## config.mk

```make
export PLATFORM = sky130hd
export DESIGN_NAME = spi_reg_slave
export DESIGN_NICKNAME = d
export VERILOG_FILES = /design/src/rtl/spi_rs_pkg.sv /design/src/rtl/spi_rs_sync.sv /design/src/rtl/spi_rs_edge.sv /design/src/rtl/spi_rs_frame.sv /design/src/rtl/spi_rs_tx.sv /design/src/rtl/spi_reg_slave.sv
export SDC_FILE = /design/constraint.sdc
export NUM_CORES = 1
export LEC_CHECK = 0
export BUFFER_PORTS_ARGS = -buffer_cell sky130_fd_sc_hd__buf_2
export CAP_MARGIN = 20
export CORE_AREA = 5 5 111 113
export CTS_CLUSTER_DIAMETER = 150
export DETAILED_ROUTE_END_ITERATION = 8
export DIE_AREA = 0 0 116 118
export PLACE_DENSITY_LB_ADDON = 0.1
export SLEW_MARGIN = 40
export SYNTH_ARGS = -nofsm -noshare
export SYNTH_HDL_FRONTEND = slang
export SYNTH_HIERARCHICAL = 1
export SYNTH_SLANG_ARGS = --single-unit
```

## constraint.sdc

```tcl
create_clock -name clk -period 1.8 [get_ports clk]
set_input_delay 0.36 -clock clk [delete_from_list [all_inputs] [get_ports clk]]
set_output_delay 0.36 -clock clk [all_outputs]
set_load 0.1 [all_outputs]
```

## src/rtl/spi_rs_pkg.sv

```systemverilog
package spi_rs_pkg;

    localparam int ADDR_W    = 5;
    localparam int CMD_W     = 8;
    localparam int MAX_BYTES = 5;
    localparam int DATA_W    = 8 * MAX_BYTES;
    localparam int BITCNT_W  = $clog2(DATA_W + 1);
    localparam int NB_W      = $clog2(MAX_BYTES + 1);

    typedef enum logic [1:0] {
        FS_CMD,
        FS_WRITE,
        FS_READ,
        FS_HOLD
    } frame_st_e;

    typedef struct packed {
        logic              wr;
        logic [1:0]        rsvd;
        logic [ADDR_W-1:0] addr;
    } cmd_t;

    typedef struct packed {
        logic cs_n;
        logic sclk;
        logic mosi;
    } pins_t;

    // Byte width of each register, decoded from the top address bits.
    function automatic logic [NB_W-1:0] reg_nbytes(input logic [ADDR_W-1:0] a);
        case (a[ADDR_W-1 -: 2])
            2'b00:   return a[ADDR_W-3] ? NB_W'(2) : NB_W'(5);
            2'b01:   return NB_W'(2);
            2'b10:   return NB_W'(1);
            default: return NB_W'(3);
        endcase
    endfunction

    function automatic logic [BITCNT_W-1:0] bits_of(input logic [NB_W-1:0] nb);
        return BITCNT_W'(8 * int'(nb));
    endfunction

    function automatic logic cmd_ok(input cmd_t c);
        return c.rsvd == 2'b00;
    endfunction

    // Move a right-justified value so that its first byte sits at the top.
    function automatic logic [DATA_W-1:0] tx_align(input logic [DATA_W-1:0] d,
                                                   input logic [NB_W-1:0]   nb);
        return d << (8 * (MAX_BYTES - int'(nb)));
    endfunction

endpackage

```

## src/rtl/spi_rs_sync.sv

```systemverilog
module spi_rs_sync #(
    parameter int           W       = 3,
    parameter int           STAGES  = 2,
    parameter logic [W-1:0] RST_VAL = '0
) (
    input  logic         clk,
    input  logic         rst,
    input  logic [W-1:0] d_in,
    output logic [W-1:0] d_out
);

    logic [W-1:0] stg [STAGES];

    always_ff @(posedge clk) begin
        if (rst) begin
            for (int s = 0; s < STAGES; s++) stg[s] <= RST_VAL;
        end else begin
            stg[0] <= d_in;
            for (int s = 1; s < STAGES; s++) stg[s] <= stg[s-1];
        end
    end

    assign d_out = stg[STAGES-1];

endmodule

```

## src/rtl/spi_rs_edge.sv

```systemverilog
module spi_rs_edge (
    input  logic clk,
    input  logic rst,
    input  logic sclk_s,
    output logic rise,
    output logic fall
);

    logic prev_q;

    always_ff @(posedge clk) begin
        if (rst) prev_q <= 1'b1;
        else     prev_q <= sclk_s;
    end

    assign rise = ~prev_q &  sclk_s;
    assign fall =  prev_q & ~sclk_s;

endmodule

```

## src/rtl/spi_rs_frame.sv

```systemverilog
module spi_rs_frame
    import spi_rs_pkg::*;
(
    input  logic              clk,
    input  logic              rst,
    input  logic              active,
    input  logic              fall,
    input  logic              mosi,
    output logic              reg_wr_en,
    output logic [ADDR_W-1:0] reg_addr,
    output logic [DATA_W-1:0] reg_wr_data,
    output logic              reg_rd_en,
    output logic              rd_phase,
    output logic [NB_W-1:0]   nbytes
);

    frame_st_e           st;
    logic [CMD_W-2:0]    cmd_sh;
    logic [DATA_W-1:0]   rx_sh;
    logic [BITCNT_W-1:0] bit_cnt;
    logic [BITCNT_W-1:0] nbits_q;
    logic [ADDR_W-1:0]   addr_q;
    logic                wr_en_q;
    logic                rd_en_q;
    cmd_t                cmd_nx;

    assign cmd_nx = cmd_t'({cmd_sh, mosi});

    always_ff @(posedge clk) begin
        if (rst) begin
            st      <= FS_CMD;
            cmd_sh  <= '0;
            rx_sh   <= '0;
            bit_cnt <= '0;
            nbits_q <= '0;
            addr_q  <= '0;
            wr_en_q <= 1'b0;
            rd_en_q <= 1'b0;
        end else begin
            wr_en_q <= 1'b0;
            rd_en_q <= 1'b0;
            if (!active) begin
                st      <= FS_CMD;
                bit_cnt <= '0;
            end else if (fall) begin
                case (st)
                    FS_CMD: begin
                        cmd_sh <= {cmd_sh[CMD_W-3:0], mosi};
                        if (bit_cnt == BITCNT_W'(CMD_W - 1)) begin
                            bit_cnt <= '0;
                            if (!cmd_ok(cmd_nx)) begin
                                st <= FS_HOLD;
                            end else begin
                                addr_q  <= cmd_nx.addr;
                                nbits_q <= bits_of(reg_nbytes(cmd_nx.addr));
                                if (cmd_nx.wr) begin
                                    rx_sh <= '0;
                                    st    <= FS_WRITE;
                                end else begin
                                    rd_en_q <= 1'b1;
                                    st      <= FS_READ;
                                end
                            end
                        end else begin
                            bit_cnt <= bit_cnt + BITCNT_W'(1);
                        end
                    end
                    FS_WRITE: begin
                        rx_sh <= {rx_sh[DATA_W-2:0], mosi};
                        if (bit_cnt == nbits_q - BITCNT_W'(1)) begin
                            wr_en_q <= 1'b1;
                            st      <= FS_HOLD;
                        end else begin
                            bit_cnt <= bit_cnt + BITCNT_W'(1);
                        end
                    end
                    default: ;
                endcase
            end
        end
    end

    assign reg_wr_en   = wr_en_q;
    assign reg_rd_en   = rd_en_q;
    assign reg_addr    = addr_q;
    assign reg_wr_data = rx_sh;
    assign rd_phase    = (st == FS_READ);
    assign nbytes      = reg_nbytes(addr_q);

    // a command with reserved bits set is dropped without a read strobe
    a_r1_bad_cmd_dropped: assert property (@(posedge clk) disable iff (rst)
        (active && fall && st == FS_CMD && bit_cnt == BITCNT_W'(CMD_W - 1) && !cmd_ok(cmd_nx))
        |=> (st == FS_HOLD && !rd_en_q));

    // the receive shifter moves only on a falling serial-clock edge
    a_r2_shift_on_fall: assert property (@(posedge clk) disable iff (rst)
        (st == FS_WRITE && !fall) |=> $stable(rx_sh));

    // the write strobe is a single-cycle pulse
    a_r6_single_commit: assert property (@(posedge clk) disable iff (rst)
        wr_en_q |=> !wr_en_q);

    // the read strobe is a single-cycle pulse
    a_r7_single_fetch: assert property (@(posedge clk) disable iff (rst)
        rd_en_q |=> !rd_en_q);

    // no commit in the cycle after chip select is seen released
    a_r8_abort_no_commit: assert property (@(posedge clk) disable iff (rst)
        !active |=> !wr_en_q);

endmodule

```

## src/rtl/spi_rs_tx.sv

```systemverilog
module spi_rs_tx
    import spi_rs_pkg::*;
(
    input  logic              clk,
    input  logic              rst,
    input  logic              active,
    input  logic              rise,
    input  logic              rd_phase,
    input  logic              load,
    input  logic [DATA_W-1:0] rd_data,
    input  logic [NB_W-1:0]   nbytes,
    output logic              miso,
    output logic              miso_oe
);

    logic [DATA_W-1:0] tx_sh;

    always_ff @(posedge clk) begin
        if (rst) begin
            tx_sh   <= '0;
            miso    <= 1'b0;
            miso_oe <= 1'b0;
        end else if (!active) begin
            miso_oe <= 1'b0;
        end else if (load) begin
            tx_sh <= tx_align(rd_data, nbytes);
        end else if (rd_phase && rise) begin
            miso    <= tx_sh[DATA_W-1];
            tx_sh   <= {tx_sh[DATA_W-2:0], 1'b0};
            miso_oe <= 1'b1;
        end
    end

    // the output bit changes only after a rising serial-clock edge
    a_r3_miso_on_rise: assert property (@(posedge clk) disable iff (rst)
        !rise |=> $stable(miso));

    // the line is released once chip select is seen high
    a_r4_release_on_cs: assert property (@(posedge clk) disable iff (rst)
        !active |=> !miso_oe);

    // the line is driven only during the read-data phase
    a_r4_drive_only_in_read: assert property (@(posedge clk) disable iff (rst)
        miso_oe |-> rd_phase);

endmodule

```

## src/rtl/spi_reg_slave.sv

```systemverilog
module spi_reg_slave
    import spi_rs_pkg::*;
#(
    parameter int SYNC_STAGES = 2
) (
    input  logic              clk,
    input  logic              rst,
    input  logic              spi_sclk,
    input  logic              spi_cs_n,
    input  logic              spi_mosi,
    output logic              spi_miso,
    output logic              spi_miso_oe,
    output logic [ADDR_W-1:0] reg_addr,
    output logic              reg_wr_en,
    output logic [DATA_W-1:0] reg_wr_data,
    output logic              reg_rd_en,
    input  logic [DATA_W-1:0] reg_rd_data
);

    localparam int    PIN_W    = $bits(pins_t);
    localparam pins_t PIN_IDLE = '{cs_n: 1'b1, sclk: 1'b1, mosi: 1'b0};

    pins_t            pins_raw;
    pins_t            pins_s;
    logic [PIN_W-1:0] pins_sync;
    logic             active;
    logic             sclk_rise;
    logic             sclk_fall;
    logic             rd_phase;
    logic [NB_W-1:0]  nbytes;

    assign pins_raw = '{cs_n: spi_cs_n, sclk: spi_sclk, mosi: spi_mosi};

    spi_rs_sync #(
        .W       (PIN_W),
        .STAGES  (SYNC_STAGES),
        .RST_VAL (PIN_IDLE)
    ) i_sync (
        .clk   (clk),
        .rst   (rst),
        .d_in  (pins_raw),
        .d_out (pins_sync)
    );

    assign pins_s = pins_t'(pins_sync);
    assign active = ~pins_s.cs_n;

    spi_rs_edge i_edge (
        .clk    (clk),
        .rst    (rst),
        .sclk_s (pins_s.sclk),
        .rise   (sclk_rise),
        .fall   (sclk_fall)
    );

    spi_rs_frame i_frame (
        .clk         (clk),
        .rst         (rst),
        .active      (active),
        .fall        (sclk_fall),
        .mosi        (pins_s.mosi),
        .reg_wr_en   (reg_wr_en),
        .reg_addr    (reg_addr),
        .reg_wr_data (reg_wr_data),
        .reg_rd_en   (reg_rd_en),
        .rd_phase    (rd_phase),
        .nbytes      (nbytes)
    );

    spi_rs_tx i_tx (
        .clk      (clk),
        .rst      (rst),
        .active   (active),
        .rise     (sclk_rise),
        .rd_phase (rd_phase),
        .load     (reg_rd_en),
        .rd_data  (reg_rd_data),
        .nbytes   (nbytes),
        .miso     (spi_miso),
        .miso_oe  (spi_miso_oe)
    );

endmodule

```

Yosys cells after proc, flatten, opt, wreduce, memory -nomap -nowiden
Memories as Yosys holds them, arrays and structs flattened. Index checks and enable logic that the tools add are counted.

Flip-flop bits (word level): 108. RAM bits: 6. Input port bits: 45. Word-level logic and storage cells: 86. Memories kept: 1.

Memories: i_sync.stg (words 2, width 3, read ports 2, clocked after memory_dff 0, write ports 2, line spi_rs_sync.sv:12) `logic [W-1:0] stg [STAGES];`.

Add/sub/neg operators: 3. Eq/ne operators: 13. Shift-type cells: 1. Multiplexer cells: 25. Bitwise logic cells: 13. Reductions and logical operators: 18.

Operator list (number): two-way mux 40 bit (5); case mux 40 bit (2 select lines) (1); << shifter 40 x 32 -> 40 bit (1); case mux 3 bit (3 select lines) (2); two-way mux 3 bit (4); two-way mux 6 bit (2); case mux 6 bit (2 select lines) (1); inverter 1 bit (9); AND reduction 3 bit (3); logical NOT 2 bit (4); two-way mux 2 bit (4); inequality test 2 x 1 -> 1 bit (second input constant) (4); adder 6 x 1 -> 6 bit (second input constant) (1); == test 2 x 1 -> 1 bit (second input constant) (3); == test 2 bit (second input constant) (3); == test 6 x 3 -> 1 bit (second input constant) (1); == test 6 bit (1); AND reduction 6 bit (1); OR reduction 6 bit (1); subtractor 6 x 1 -> 6 bit (second input constant) (1); two-way mux 1 bit (5); AND reduction 5 bit (1); case mux 2 bit (2 select lines) (1); AND reduction 2 bit (2); other kinds (9) (12).

Depth between registers and ports, before layout
Gate-level depths: netlist of the first run.

Depth in word-level cells: 5. Depth in mapped cells: 9. Depth with buffers taken out: 7.

Cells and area by module
The synthesis of the first run kept the hierarchy.

By module, submodules not included: spi_rs_tx (instances 1, cells an instance 330, area each 2792.7 um^2, seq. area each 840.8 um^2); spi_rs_frame (instances 1, cells an instance 226, area each 2413.6 um^2, seq. area each 1301.2 um^2); spi_rs_sync (instances 1, cells an instance 15, area each 180.2 um^2, seq. area each 120.1 um^2); spi_rs_edge (instances 1, cells an instance 4, area each 40.0 um^2, seq. area each 20.0 um^2); spi_reg_slave (instances 1, cells an instance 1, area each 3.8 um^2, seq. area each 0.0 um^2).

Least setup slack after synthesis of the first run
Ideal clock, no wire load.

Kind: register -> register. Start: reg i_frame.addr_q[4], in the netlist i_frame/reg_addr[4]. End: reg i_tx.tx_sh[23]. Library setup time: 138 ps. Arrival: 2516 ps. Path slack: -855 ps. Cell stages (with the launch flop): 10. Buffers on the path: 2. Clock period less this slack: 2655 ps. Cells stage by stage: dfxtp_1 > inv_1 > a21o_1 > ha_1 > and3b_1 > buf_6 > and3_4 > buf_6 > a221oi_2 > nor3_1.

Cells in the longest elaborated chain, start to end: 5.

Ends and longest elaborated chain: start, declared (line spi_rs_frame.sv:22) `logic [ADDR_W-1:0] addr_q;`; start signal, assigned (line spi_rs_frame.sv:54) `addr_q <= cmd_nx.addr;`; == test 2 bit, or another cell as far along (line spi_rs_pkg.sv:31) `case (a[ADDR_W-1 -: 2])`; case mux 3 bit (3 select lines) (*) (line spi_rs_pkg.sv:31); named net nbytes[1] (line spi_reg_slave.sv:30) `logic [NB_W-1:0] nbytes;`; subtractor 3 x 3 -> 4 bit (*) (line spi_rs_pkg.sv:50) `return d << (8 * (MAX_BYTES - int'(nb)));`; << shifter 40 x 32 -> 40 bit (*) (line spi_rs_pkg.sv:50); two-way mux 40 bit (*) (line spi_rs_tx.sv:25) `end else if (load) begin`; end signal, assigned (line spi_rs_tx.sv:26) `tx_sh <= tx_align(rd_data, nbytes);`; end signal, assigned (line spi_rs_tx.sv:29) `tx_sh <= {tx_sh[DATA_W-2:0], 1'b0};`; end, declared (line spi_rs_tx.sv:16) `logic [DATA_W-1:0] tx_sh;`.

Mark *: on every way through the listed nets, which the timed path passes. The rest lies on a longest branch. A chain may end at the register's enable or synchronous reset.

Final worst setup path of the first run
Start: reg i_frame.addr_q[3], in the netlist i_frame/reg_addr[3]. End: reg i_tx.tx_sh[37].

The elaborated chain is that of the path after synthesis.

==> impl_results.md, run 1 <==
* Root buffer cell: clkbuf_16
* Maxcap violations at 0
* Period utilisation layout at 102.7%
* Post-synthesis sequential area ratio at between 40 and 50%
* Cells after synthesis at around 580
* Drt total wl at roughly 15000 um
* Initial antenna violation count at 0
* Pin count of the biggest net entering global routing at 41
* Cell repeated most along the worst path: buf_12
* Router iterations before antenna repair at 6
* Design area at around 7000 sq um
* Layout Nets at approximately 740
* Antenna viol nets, final at 0
* Critical Path Max Stage Delay at ~360 ps
* Critical path type: flip-flop to flip-flop
* Startpoint Class: flip-flop
* # port buffers at 93
* Post-synthesis compound-gate area fraction at 26.71%
* Number of global-route vias before repair at 4570
* Slowest-stage cell, CP: dfxtp_4
* Mapped Area at 5430 sq um
* Flops & latches, synth at 114
* Asr flop ratio synth at 0%
* Synth cell types at 63
* Gr ovfl total at 0
* Multi-input logic area at ~3000 sq um
* Fmax at between 500 and 600 MHz
* Clk sink count at 114
* Combinational family with the most area after synthesis: compound AO/OA/AOI/OAI gates
* FF-to-FF setup slack at -50 ps
* Post-synthesis mux area share at 6.544%
* Synth Area in Adders at less than 1%
* Syn Area/Cell at about 9.4 sq um
* Antenna Cells at 0
* Relative slew slack at about two thirds
* Worst EP required at approximately 2100 ps
* Simple-Gate Fraction of Synth Area at approximately 17%
* # hold bufs at CTS at 0
* Setup violators final at 10
* DP HPWL at approximately 10000 um
* Arr. time, crit path at around 2100 ps
* Total GRT Usage at between 20 and 25%
* DP Area at between 6000 and 7000 sq um
* Vias per cell at just under 6
* Fin crit period at approximately 1800 ps
* Post-route DRC at 0
* Min-Delay Startpoint: spi_cs_n
* Critical-path cell list: buf_4, o21ai_4, buf_12, buf_12, mux2i_1, nor2_1, o211ai_1, a311oi_1
* Unrepaired setup endpoints after global routing: yes
* Worst-case clock buffer depth at 2
* Area delta synth->final at 30.65%
* Hold Path Class: input pin to flip-flop
* Wire length of the first global-routing pass at around 23000 um
* Reg-to-Reg Start: i_frame/reg_addr[3]
* Worst slew pin tran at between 500 and 600 ps
* Layout cells sized above 1 at between 30% and 40%
* TNS Setup at -200.0 ps
* R2R depth at 8
* YS warnings at 6
* Slew Limit Fails at 0
* Status: complete, but fails checks
* R2R Path End: i_tx/tx_sh[37]
* Number of buffers created by CTS at 17
* Peak supply drop at between 0.8 and 0.9 mV
* RePlAce Congestion at 0.9432
* Final worst slack at -49.25 ps
* Failing checks: negative setup slack
* CTS tree: done
* EDFF count, synth at 0
* Via count at about 5000
* Core area at about 11000 sq um
* Cell count after placement at 805
* Place WS at -97.77 ps
* Die Ht at 118 um
* WL/cell at approximately 17 um
* Chip width at 116 um
* Top FF cell, synth: dfxtp_1
* Fin cells at approximately 840
* H-Tree Depth at 4
* Post-synthesis xor/xnor area fraction at less than 1%
* Total Power at ~6000 uW
* Largest fanout on the critical path at 6
* P_leak at about 0.003 uW
* Pwr/cell area at between 800 and 900 nW/um^2
* Die footprint at approximately 14000 sq um
* Fin Clk Skew at between 9 and 10 ps
* Register area at roughly 2300 sq um
* Final hold violations at 0
* CP Capture Type: flip-flop
* IO Count at 94
* Syn Nets at ~620
* Initial core utilization at 48.38%
* Placement Rows at 39
* Worst skew pair latency at slightly above 400 ps
* Worst hold stages at 2
* CTS clk-pin slew, worst paths at around 60 ps
* Fillcell total at between 900 and 1000
* Starting DRT DRC Count at approximately 380
* Worst Hold Path EP: i_sync/stg[0][2]
[worst max-delay path: cells and delay by family (launching register included)]
kind                   cells  cell delay [ps]
AOI/OAI and AO/OA          3              610
buffers and inverters      3              410
DFF                        1              360
muxes                      1              210
and+or+nand+nor            1              120
[per-stage QoR]
step	util, %	hold WS (ps)
floorplan	-	383.2
global placement	55.81	388.9
detailed placement	55.81	389.5
CTS	61.09	104.8
global route	63.21	125.0
finish	63.21	127.4
[synthesized netlist by cell type (6+ instances only)]
cell / number / area share, %
o21ai_0: 21 / 1.9
buf_4: 8 / 1.1
buf_6: 6 / 1.2
mux2i_1: 31 / 5.7
and3b_1: 11 / 1.8
nand2_1: 42 / 2.9
clkbuf_1: 22 / 1.5
nor3_1: 15 / 1.4
a311oi_1: 12 / 1.9
a21oi_1: 19 / 1.8
inv_1: 7 / 0.48
nor2_1: 70 / 4.8
a222oi_1: 7 / 1.3
o211ai_1: 8 / 1.1
a221oi_2: 7 / 1.9
nor2b_1: 9 / 1.0
nand2b_1: 6 / 0.69
a22o_1: 43 / 6.9
o21bai_1: 14 / 1.9
buf_2: 14 / 1.3
dfxtp_1: 114 / 42
[cell type report]
type | instances | share of cell area, %
clock inverters | 13 | 1.746
flip-flops and latches | 114 | 32.35
multi-input cells | 403 | 42.58
repair buffers | 144 | 14.09
clock buffers | 18 | 6.349
inverters | 7 | 0.3704
well taps | 143 | 2.522
[cell usage in the layout (no fill, tap or decap), types with 7 or more instances in the layout]
master / count
nor3_1: 11
buf_4: 39
nand2_1: 39
o21ai_0: 16
and3b_1: 10
o21bai_1: 14
nor2_1: 65
buf_12: 8
a222oi_1: 7
a21oi_1: 18
a311oi_2: 8
a311oi_1: 9
clkbuf_16: 20
dfxtp_1: 110
nor2b_1: 7
a22o_1: 43
mux2i_1: 28
o211ai_1: 8
buf_2: 91
[logic make-up after synthesis]
| kind of cell | Yosys count |
|---|---|
| compound gates | 174 |
| simple gates | 187 |
| xor+xnor | 3 |
| fa+ha+maj | 3 |
| flops | 114 |
| mux | 35 |
| buf+inv | 60 |
[power breakdown]
part | switching, uW | internal (uW) | total (uW) | leakage [uW]
logic | 154 | 93.6 | 247 | 0.00184
registers | 3.20 | 2530 | 2530 | 0.000922
clock network | 1220 | 1990 | 3210 | 0.000275
[timing repair]
| action | CTS | global route |
|---|---|---|
| pin swaps | 2 | 16 |
| gates cloned | 0 | 3 |
| setup endpoints to repair | 18 | 41 |
| buffers inserted | 0 | 3 |
| gates resized for setup | 5 | 35 |
[routing by layer]
metal / global-route usage, % / part of all wire (%)
met3: 6.272 / 7.1
met2: 33.27 / 48
met1: 27.89 / 43
met5: 0 / 0
met4: 8.267 / 1.9
[worst max path at each step]
stage	start	cells after the start	end
2_1_floorplan	i_frame/reg_addr[4]	9	i_tx/tx_sh[23]
3_3_place_gp	i_frame/reg_addr[4]	8	i_tx/tx_sh[30]
3_5_place_dp	i_frame/reg_addr[4]	8	i_tx/tx_sh[28]
4_1_cts	i_frame/reg_addr[2]	6	i_tx/tx_sh[19]
5_1_grt	i_frame/reg_addr[4]	8	i_tx/tx_sh[29]
6_report	i_frame/reg_addr[3]	8	i_tx/tx_sh[37]
[flip-flops by register name, summed over array words and instances (netlist names)]
| register | count |
|---|---|
| i_sync/stg | 6 |
| i_frame/reg_rd_en | 1 |
| i_frame/reg_wr_data | 40 |
| i_tx/miso_oe | 1 |
| i_frame/nbits_q | 3 |
| i_frame/reg_addr | 5 |
| i_tx/miso | 1 |
| i_frame/st | 2 |
| i_frame/cmd_sh | 7 |
| i_frame/reg_wr_en | 1 |
| i_tx/tx_sh | 40 |
| i_frame/bit_cnt | 6 |
| i_edge/prev_q | 1 |
(Power assumes the default switching activity.)
==> run 2, diff against run 1 <==
--- a/config.mk
+++ b/config.mk
@@ -11,7 +11,9 @@
 export CTS_CLUSTER_DIAMETER = 150
 export DETAILED_ROUTE_END_ITERATION = 8
 export DIE_AREA = 0 0 116 118
+export GPL_TIMING_DRIVEN = 0
 export PLACE_DENSITY_LB_ADDON = 0.1
+export RECOVER_POWER = 100
 export SLEW_MARGIN = 40
 export SYNTH_ARGS = -nofsm -noshare
 export SYNTH_HDL_FRONTEND = slang
==> impl_results.md, run 2 (synthesis results as in run 1) <==
* Fillcell total at roughly 980
* Fmax at about 520 MHz
* Antenna Cells at 0
* Root buffer cell: clkbuf_16
* Maxcap violations at 0
* CTS clk-pin slew, worst paths at roughly 50 ps
* R2R depth at 9
* Status: complete, but fails checks
* Total Power at ~6200 uW
* WL/cell at roughly 18 um
* Total GRT Usage at 22.02%
* Chip width at roughly 120 um
* Via count at 4967
* Setup crit start: i_frame/reg_addr[4]
* Vias per cell at just under 6
* # hold bufs at CTS at 0
* Initial core utilization at approximately 48%
* Antenna viol nets, final at 0
* IO Count at between 90 and 100
* Most common cell after layout, fill and taps aside: dfxtp_1
* Core area at about 11000 sq um
* Pwr/cell area at 879.8 nW/um^2
* Final hold violations at 0
* Fin Clk Skew at around 4 ps
* Pin count of the biggest net entering global routing at 17
* Post-route DRC at 0
* Final worst slack at -118.1 ps
* Die footprint at ~14000 sq um
* Failing checks: negative setup slack
* RePlAce Congestion at 0.9004
* Wire length of the first global-routing pass at roughly 24000 um
* Reg-to-Reg Start: i_frame/reg_addr[4]
* Worst skew pair latency at about 410 ps
* Startpoint Class: flip-flop
* H-Tree Depth at 4
* FF-to-FF setup slack at -120 ps
* Core Util, Final at between 60 and 70%
* Worst slew pin tran at roughly 640 ps
* P_leak at roughly 0.003 uW
* Unrepaired setup endpoints after global routing: yes
* DP HPWL at approximately 11000 um
* Placement Rows at 39
* Gr ovfl total at 0
* Critical path type: flip-flop to flip-flop
* Number of buffers created by CTS at 17
* Peak supply drop at between 0.7 and 0.8 mV
* Worst-case clock buffer depth at 2
* R2R Path End: i_tx/tx_sh[17]
* Layout cells sized above 1 at between 30% and 40%
* Number of global-route vias before repair at 4826
* Starting DRT DRC Count at roughly 500
* CP Capture Type: flip-flop
* Drt total wl at 15130 um
* # port buffers at 93
* Fin crit period at between 1500 and 2000 ps
* Clk sink count at 114
* Worst setup path endpoint: i_tx/tx_sh[17]
* CTS tree: done
* Largest fanout on the critical path at 10
* Period utilisation layout at 106.6%
* Setup violators final at 30
* Relative slew slack at a little under three fifths
* Commonest cells after routing, fill and taps aside: dfxtp_1, nor2_1, clkbuf_2, buf_2, a22o_1
* Arr. time, crit path at roughly 2200 ps
* Worst hold margin at 117.8 ps
* Hold Path Class: input pin to flip-flop
* Area delta synth->final at 29.61%
* Initial antenna violation count at 0
* Router iterations before antenna repair at 7
* Layout Nets at ~750
* Worst EP required at between 2000 and 2500 ps
* Die Ht at roughly 120 um
* Slew Limit Fails at 0
-- run 2: changes by cell type in the layout (fill, tap and decap cells not counted), moves of 4 or more --
| cell | previous run | this run |
|---|---|---|
| buf_4 | 39 | 20 |
| clkbuf_2 | 0 | 56 |
| buf_6 | 3 | 9 |
| clkbuf_1 | 0 | 13 |
| nor2_2 | 4 | 0 |
| buf_12 | 8 | 1 |
| clkbuf_4 | 1 | 6 |
| buf_2 | 91 | 53 |
| nor2_1 | 65 | 69 |
-- run 2: cell type report --
type / instances / area, sq um / share of cell area, %
multi-input combinational: 402 / 3012 / 42.79
sequential: 114 / 2296 / 32.62
timing repair buffer: 109 / 591.8 / 8.409
clock buffer: 21 / 491.7 / 6.987
buffer: 49 / 319.1 / 4.533
tap: 143 / 178.9 / 2.542
clock inverter: 10 / 122.6 / 1.742
inverter: 7 / 26.28 / 0.3733
-- run 2: worst min-delay path by stage --
stage	from	end	slack, ps	depth (start not counted)
4_1_cts	spi_sclk	i_sync/stg[0][1]	100	2
3_3_place_gp	i_sync/stg[0][2]	i_sync/stg[0][5]	390	1
3_5_place_dp	i_sync/stg[0][2]	i_sync/stg[0][5]	400	1
2_1_floorplan	i_sync/stg[0][2]	i_sync/stg[0][5]	380	1
6_report	spi_sclk	i_sync/stg[0][1]	120	2
5_1_grt	spi_cs_n	i_sync/stg[0][2]	120	2
-- run 2: routing by layer --
metal | vias up | part of all wire, % | GRT usage (%) | wire length (um)
li1 | 2386 | - | - | -
met1 | 2387 | 44 | 28.41 | 6608
met2 | 160 | 47 | 34.03 | 7069
met3 | 34 | 6.8 | 6.118 | 1033
met4 | 0 | 2.8 | 9.790 | 420
met5 | - | 0 | 0 | 0
-- run 2: through the flow --
| step | cell area [sq um] | instances | TNS, ps | setup WS, ps |
|---|---|---|---|---|
| after global placement | 6121 | 812 | -13260 | -286.5 |
| after global routing | 7038 | 855 | -7636 | -174.2 |
| final | 7038 | 855 | -1630 | -118.1 |
| after floorplan | 5477 | 576 | -4110 | -183.8 |
| after detailed placement | 6121 | 812 | -15490 | -307.5 |
| after CTS | 6850 | 848 | -911.6 | -102.7 |
-- run 2: worst max-delay path: stages (launching register included) --
cell and delay (ps):
dfxtp_4 360, inv_2 40, a21o_1 200, ha_4 220, and3b_1 170, buf_6 130, and2_4 180, buf_12 150
a221oi_2 260, nor3_1 70
-- run 2: what timing repair did --
action / in CTS / in global routing
endpoints found under the hold margin: 0 / 0
gates cloned: 1 / 0
endpoints found under the setup margin: 90 / 90
buffers inserted: 6 / 9
pin swaps: 9 / 14
gates resized for setup: 32 / 51
-- run 2: power breakdown --
group          total, uW  switching (uW)  internal (uW)
registers           2530            2.27           2530
clock network       3420            1190           2230
logic                245             155           90.0
